## src/rtl/cft_pkg.sv

```systemverilog
package cft_pkg;
  localparam int FIFO_DEPTH = 64;
  localparam int BYTE_W     = 8;
  localparam int WORDS_PER_FRAME = 3;
  localparam int LEN_W      = 8;
  localparam int DIV_W      = 8;
  localparam int REG_W      = 16;

  typedef enum logic [2:0] {
    A_CTRL  = 3'd0,
    A_LEN   = 3'd1,
    A_DIV   = 3'd2,
    A_ALARM = 3'd3,
    A_MASK  = 3'd4,
    A_LEVEL = 3'd5
  } reg_addr_e;
endpackage

```

## src/rtl/cft_fifo.sv

```systemverilog
module cft_fifo #(
  parameter int DEPTH = 64,
  parameter int DW    = 8
) (
  input  logic                       clk,
  input  logic                       rst_n,
  input  logic                       push,
  input  logic [DW-1:0]              din,
  input  logic                       pop2,
  output logic [DW-1:0]              dout0,
  output logic [DW-1:0]              dout1,
  output logic [$clog2(DEPTH+1)-1:0] level,
  output logic                       full
);
  localparam int AW = $clog2(DEPTH);
  localparam int LW = $clog2(DEPTH+1);

  logic [DW-1:0] mem [DEPTH];
  logic [AW-1:0] wp, rp;
  logic [LW-1:0] level_n;

  always_ff @(posedge clk) begin
    if (push) mem[wp] <= din;
  end

  always_comb begin
    level_n = level + LW'(push);
    if (pop2) level_n = level_n - LW'(2);
  end

  always_ff @(posedge clk) begin
    if (!rst_n) begin
      wp    <= '0;
      rp    <= '0;
      level <= '0;
    end else begin
      if (push) wp <= wp + AW'(1);
      if (pop2) rp <= rp + AW'(2);
      level <= level_n;
    end
  end

  assign dout0 = mem[rp];
  assign dout1 = mem[rp + AW'(1)];
  assign full  = (level == LW'(DEPTH));
endmodule

```

## src/rtl/cft_bitclk.sv

```systemverilog
module cft_bitclk #(
  parameter int DIV_W = 8
) (
  input  logic             clk,
  input  logic             rst_n,
  input  logic             en,
  input  logic [DIV_W-1:0] half,
  output logic             bclk,
  output logic             rise
);
  logic [DIV_W-1:0] cnt;
  logic             last;

  // half of 0 behaves as 1
  assign last = ({1'b0, cnt} + (DIV_W+1)'(1)) >= {1'b0, half};
  assign rise = en && last && !bclk;

  always_ff @(posedge clk) begin
    if (!rst_n || !en) begin
      cnt  <= '0;
      bclk <= 1'b0;
    end else if (last) begin
      cnt  <= '0;
      bclk <= ~bclk;
    end else begin
      cnt  <= cnt + DIV_W'(1);
    end
  end
endmodule

```

## src/rtl/cft_framer.sv

```systemverilog
module cft_framer #(
  parameter int WORD_W = 16,
  parameter int NWORDS = 3,
  parameter int LEN_W  = 8
) (
  input  logic              clk,
  input  logic              rst_n,
  input  logic              en,
  input  logic              rise,
  input  logic [LEN_W-1:0]  len,
  input  logic              avail,
  input  logic [WORD_W-1:0] word_in,
  output logic              pop,
  output logic              underrun,
  output logic              fsync,
  output logic              sdata
);
  localparam int WB_W = $clog2(WORD_W);
  localparam int WI_W = $clog2(NWORDS+1);

  logic              running;
  logic [LEN_W-1:0]  bitpos, n_bitpos;
  logic [WB_W-1:0]   wbit, n_wbit;
  logic [WI_W-1:0]   widx, n_widx;
  logic [WORD_W-1:0] shreg;
  logic              start, in_word, word_start;

  always_comb begin
    start    = !running || (({1'b0, bitpos} + (LEN_W+1)'(1)) >= {1'b0, len});
    n_bitpos = bitpos;
    n_wbit   = wbit;
    n_widx   = widx;
    if (start) begin
      n_bitpos = '0;
      n_wbit   = '0;
      n_widx   = '0;
    end else begin
      n_bitpos = bitpos + LEN_W'(1);
      if (widx < WI_W'(NWORDS)) begin
        if (wbit == WB_W'(WORD_W-1)) begin
          n_wbit = '0;
          n_widx = widx + WI_W'(1);
        end else begin
          n_wbit = wbit + WB_W'(1);
        end
      end
    end
    in_word    = (n_widx < WI_W'(NWORDS));
    word_start = in_word && (n_wbit == '0);
  end

  assign pop      = rise && word_start && avail;
  assign underrun = rise && word_start && !avail;

  always_ff @(posedge clk) begin
    if (!rst_n || !en) begin
      running <= 1'b0;
      bitpos  <= '0;
      wbit    <= '0;
      widx    <= '0;
      shreg   <= '0;
      fsync   <= 1'b0;
      sdata   <= 1'b0;
    end else if (rise) begin
      running <= 1'b1;
      bitpos  <= n_bitpos;
      wbit    <= n_wbit;
      widx    <= n_widx;
      fsync   <= start;
      if (word_start) begin
        if (avail) begin
          sdata <= word_in[0];
          shreg <= word_in >> 1;
        end else begin
          sdata <= 1'b0;
          shreg <= '0;
        end
      end else if (in_word) begin
        sdata <= shreg[0];
        shreg <= shreg >> 1;
      end else begin
        sdata <= 1'b0;
      end
    end
  end
endmodule

```

## src/rtl/codec_frame_tx.sv

```systemverilog
module codec_frame_tx
  import cft_pkg::*;
#(
  parameter int DEPTH    = FIFO_DEPTH,
  parameter int BW       = BYTE_W,
  parameter int NWORDS   = WORDS_PER_FRAME,
  parameter int LW       = LEN_W,
  parameter int DW       = DIV_W,
  parameter int RW       = REG_W,
  parameter int LEN_RST  = 52,
  parameter int DIV_RST  = 2,
  parameter int ALM_RST  = 16
) (
  input  logic          clk,
  input  logic          rst_n,
  input  logic          in_valid,
  output logic          in_ready,
  input  logic [BW-1:0] in_data,
  input  logic          reg_wr,
  input  logic [2:0]    reg_addr,
  input  logic [RW-1:0] reg_wdata,
  output logic [RW-1:0] reg_rdata,
  output logic          bclk,
  output logic          fsync,
  output logic          sdata,
  output logic          irq
);
  localparam int WORD_W = 2 * BW;
  localparam int LVL_W  = $clog2(DEPTH+1);

  logic             tx_en, irq_mask, underrun_q;
  logic [LW-1:0]    frame_len;
  logic [DW-1:0]    half_div;
  logic [LVL_W-1:0] alarm_q, fifo_level;
  logic             fifo_full, push, pop2, avail, rise, underrun_p;
  logic [BW-1:0]    b0, b1;
  logic             clr_under;

  assign in_ready  = !fifo_full;
  assign push      = in_valid && !fifo_full;
  assign avail     = fifo_level >= LVL_W'(2);
  assign clr_under = reg_wr && (reg_addr == A_CTRL) && reg_wdata[1];

  always_ff @(posedge clk) begin
    if (!rst_n) begin
      tx_en      <= 1'b0;
      irq_mask   <= 1'b0;
      underrun_q <= 1'b0;
      frame_len  <= LW'(LEN_RST);
      half_div   <= DW'(DIV_RST);
      alarm_q    <= LVL_W'(ALM_RST);
    end else begin
      underrun_q <= underrun_p || (underrun_q && !clr_under);
      if (reg_wr) begin
        case (reg_addr)
          A_CTRL:  tx_en     <= reg_wdata[0];
          A_LEN:   frame_len <= reg_wdata[LW-1:0];
          A_DIV:   half_div  <= reg_wdata[DW-1:0];
          A_ALARM: alarm_q   <= reg_wdata[LVL_W-1:0];
          A_MASK:  irq_mask  <= reg_wdata[0];
          default: ;
        endcase
      end
    end
  end

  always_comb begin
    case (reg_addr)
      A_CTRL:  reg_rdata = RW'({underrun_q, tx_en});
      A_LEN:   reg_rdata = RW'(frame_len);
      A_DIV:   reg_rdata = RW'(half_div);
      A_ALARM: reg_rdata = RW'(alarm_q);
      A_MASK:  reg_rdata = RW'(irq_mask);
      A_LEVEL: reg_rdata = RW'(fifo_level);
      default: reg_rdata = '0;
    endcase
  end

  assign irq = tx_en && irq_mask && (fifo_level <= alarm_q);

  cft_fifo #(.DEPTH(DEPTH), .DW(BW)) u_fifo (
    .clk(clk), .rst_n(rst_n), .push(push), .din(in_data), .pop2(pop2),
    .dout0(b0), .dout1(b1), .level(fifo_level), .full(fifo_full)
  );

  cft_bitclk #(.DIV_W(DW)) u_bclk (
    .clk(clk), .rst_n(rst_n), .en(tx_en), .half(half_div),
    .bclk(bclk), .rise(rise)
  );

  cft_framer #(.WORD_W(WORD_W), .NWORDS(NWORDS), .LEN_W(LW)) u_framer (
    .clk(clk), .rst_n(rst_n), .en(tx_en), .rise(rise), .len(frame_len),
    .avail(avail), .word_in({b1, b0}), .pop(pop2), .underrun(underrun_p),
    .fsync(fsync), .sdata(sdata)
  );
endmodule

```

## config.mk

```make
export PLATFORM = sky130hd
export DESIGN_NAME = codec_frame_tx
export DESIGN_NICKNAME = d
export VERILOG_FILES = /design/src/rtl/cft_pkg.sv /design/src/rtl/cft_fifo.sv /design/src/rtl/cft_bitclk.sv /design/src/rtl/cft_framer.sv /design/src/rtl/codec_frame_tx.sv
export SDC_FILE = /design/constraint.sdc
export NUM_CORES = 1
export LEC_CHECK = 0
export BUFFER_PORTS_ARGS = -buffer_cell sky130_fd_sc_hd__buf_2
export CAP_MARGIN = 0
export CORE_ASPECT_RATIO = 0.7
export CORE_MARGIN = 4
export CORE_UTILIZATION = 51
export CTS_CLUSTER_DIAMETER = 50
export DETAILED_ROUTE_END_ITERATION = 6
export PLACE_DENSITY = 0.64
export SLEW_MARGIN = 20
export SYNTH_ARGS = -nofsm -noshare
export SYNTH_HDL_FRONTEND = slang
export SYNTH_SLANG_ARGS = --single-unit
```

## constraint.sdc

```tcl
create_clock -name clk -period 6.95 [get_ports clk]
set_input_delay 0.695 -clock clk [delete_from_list [all_inputs] [get_ports clk]]
set_output_delay 0.695 -clock clk [all_outputs]
set_load 0.1 [all_outputs]
```

==> impl_metrics.toml <==
[run_status]
outcome = "complete, no violations"

[grt]
grt_max_degree = 65
grt_pass1_wl_um = 83300
grt_use_met2_pct = 30.7
met3_usage_pct = 5.41
globalRouteMet1Util_pct = 32.7
top_usage_layer = "met1"
groute.usage.overall_pct = 21.2
grt_pass1_vias = 13300
grt.overflow.total = 0
antenna_found_initial = 0

[yosys]
synth_compound_area_share_pct = 5.14
yosys.area.top_type = "edfxtp_1"
synth_top_cell_area_share_pct = 62.1
syn_area_mm2 = 0.0248
synthArstFlopShare_pct = 0
synth_flop_cell = "edfxtp_1"
ys_types = 64
synthTopCellsByArea = "edfxtp_1 62%, mux4_2 12%, dfxtp_1 7.3%, mux2i_1 2.2%, nor2_1 2.0%"
synth_seq_cells = 602
muxShareOfSynthArea_pct = 14.2
syn_area_per_cell_um2 = 16.3
synth_edf_count = 512
seq_area_frac_synth_pct = 69.4
synth_top_family_by_area = "multiplexers"
yosys.area_share.simple_pct = 6.73
synth_xor_area_share_pct = 0.814
synthAdderAreaFrac_pct = 1.62
syn_inst = 1520
yosys_warnings = 0

[finish]
finish.utilization_pct = 56.9
finalNetCount = 1606
final_common_cell = "edfxtp_1"
n_antenna_cell = 0
drive_above_1_share_pct = 17.4
syn_to_final_growth_pct = 10.3
layout_common_cells = "512 x edfxtp_1, 134 x nor2_1, 128 x mux4_2"
final_cells = 2245

[drt]
drtPass1Iterations = 5
routed_via_density = 6.03
drt_iter0_markers = 1660
drc = 0
wl_per_cell_um = 24.3
finalWirelength_um = 54700
antenna_left = 0
routed-via-count = 13500

[critical_path]
crit_arrival_ns = 4.35
start_kind = "flip-flop"
regToRegStartpoint = "u_framer.bitpos[0]"
path_class = "flip-flop to flip-flop"
cp_data_required_time_ns = 7.47
reg2reg_depth = 12
cpMaxStageDelayCell = "nor3_1"
cp_max_fo = 9
cp_slowest_stage_delay_ns = 0.87
reg2reg_slack_ns = 3.11
cp-end-kind = "flip-flop"
r2r_end = "u_framer.wbit[2]"
path_cells = "ha_1 -> and3_1 -> nand3_1 -> xnor2_1 -> ha_1 -> a211o_1 -> a21oi_1 -> o221a_1 -> o21ai_1 -> nor3_1 -> nand4b_1 -> a21oi_1"

[timing]
worst_pin_slew_ns = 1.09
setup_viol = 0
period_minus_slack_ns = 3.84
rsz0062_at_grt = "false"
fin_crit_sh_pct = 55.2
hold_viol = 0
maxSlewViolCount = 0
max_clock_freq_mhz = 261
finClkSkew_ns = 0.0182
setup_tns_ns = 0
slew-limit-headroom_pct = 27.3

[placed_design]
dp_hpwl_um = 33200
finalWeightedCongestion = 0.814
port_buffers = 35
post-place-cells = 2139

[floorplanning]
initial_utilization_pct = 51.6
die_y_um = 192
coreArea_mm2 = 0.0480
io_pins = 52
rows = 67
dieArea_mm2 = 0.0522
die_w_um = 271

[clocking]
clock_path_buffers = 3
clk_pin_slew_worst_paths_ns = 0.07
cts_hold_buf = 0
cts-root-buf = "clkbuf_16"
post-cts-setup-buffers = 0
cts_num_sinks = 602
clock_latency_ns = 0.61
htree_levels = 2
cts_tree = "done"
cts-resized-gates = 0
numCtsBuffers = 56

[min_path]
hold_class = "input port to flip-flop"
hold_path_depth = 3
whs_endpoint = "frame_len[7]"
min_from = "reg_wdata[7]"

[job]
maxCapViolCount = 0

[power]
cellLeakagePower_nw = 8.56
p_clk_share_pct = 42.1
p_sw_share_pct = 21.2
power_density_mw_per_mm2 = 261
power.switching_mw = 1.51
ir_worst_vdd_uv = 234
p_seq_share_pct = 55.2
p_int_mw = 5.62
combPwrFrac_pct = 2.7
==> how the worst max path moves through the flow <==
stage / startpoint / slack [ns] / to
2_1_floorplan: reg_addr[0] / 2.74 / reg_rdata[2]
3_3_place_gp: u_framer.bitpos[0] / 3.27 / u_framer.wbit[2]
3_5_place_dp: rst_n / 3.20 / u_framer.shreg[3]
4_1_cts: u_framer.bitpos[0] / 3.19 / u_framer.shreg[9]
5_1_grt: u_framer.bitpos[0] / 2.76 / u_framer.wbit[2]
6_report: u_framer.bitpos[0] / 3.11 / u_framer.wbit[2]
==> layer usage <==
metal	up-vias	part of all wire (%)
li1	6013	-
met1	6964	46
met2	467	43
met3	88	8.2
met4	0	2.0
met5	-	0
==> power groups by stage <==
stage	registers, mW	clock network, mW	logic [mW]
6_report	3.94	3.01	0.189
3_5_place_dp	4.01	0	0.188
4_1_cts	3.94	3.05	0.189
2_1_floorplan	4.01	0	0.105
3_3_place_gp	4.01	0	0.183
5_1_grt	3.93	3.21	0.206
==> area by class of cell <==
| class | count | area [um^2] |
|---|---|---|
| repair buffers | 49 | 295 |
| well taps | 655 | 820 |
| clock buffers | 81 | 1530 |
| multi-input cells | 805 | 7120 |
| flip-flops and latches | 602 | 17200 |
| fillers | 3708 | 20700 |
| clock inverters | 24 | 239 |
| inverters | 29 | 109 |
==> Yosys cell counts (all sizes together), types with 7 or more instances <==
library cell / instances
edfxtp: 512
nor2: 134
mux4: 128
nand2: 96
dfxtp: 90
mux2i: 55
a21oi: 54
clkbuf: 53
nand3: 40
buf: 38
ha: 32
inv: 29
o21ai: 28
and3: 15
xnor2: 15
a221oi: 14
o211ai: 14
a22oi: 13
a31oi: 12
nand2b: 11
nand3b: 10
nor2b: 10
nor3: 10
o22ai: 9
mux2: 8
xor2: 8
o21a: 7
==> state kept, by name, summed over array words and instances (netlist names), 7 cells and up, named ones only <==
name,cells
u_fifo.mem,512
u_framer.shreg,15
frame_len,8
half_div,8
u_bclk.cnt,8
u_framer.bitpos,8
alarm_q,7
u_fifo.level,7
==> metrics by stage <==
step | cell area (um^2) | total power, mW | hold WS (ns) | setup slack, ns
final | 27300 | 7.13 | 0.355 | 3.11
after global routing | 27300 | 7.35 | 0.339 | 2.76
after CTS | 27300 | 7.17 | 0.319 | 3.19
after detailed placement | 25500 | 4.20 | 0.446 | 3.20
after global placement | 25500 | 4.20 | 0.441 | 3.27
after floorplan | 24800 | 4.12 | 0.432 | 2.74
==> logic make-up after synthesis <==
family                   count (synthesis)
AND/OR/NAND/NOR                        360
XOR/XNOR                                23
multiplexers                           191
AO/OA/AOI/OAI                          191
other                                    1
flip-flops                             602
adder cells (fa/ha/maj)                 32
buffers and inverters                  120
==> worst max-delay path, delay by kind of cell (launching register included) <==
kind,cells,cell delay (ns)
and+or+nand+nor,4,1.46
adders and majority gates,2,0.50
DFF,1,0.39
AOI/OAI and AO/OA,5,1.23
xor gates and xnor gates,1,0.18
No activity file was read; power rests on OpenSTA's default activity.
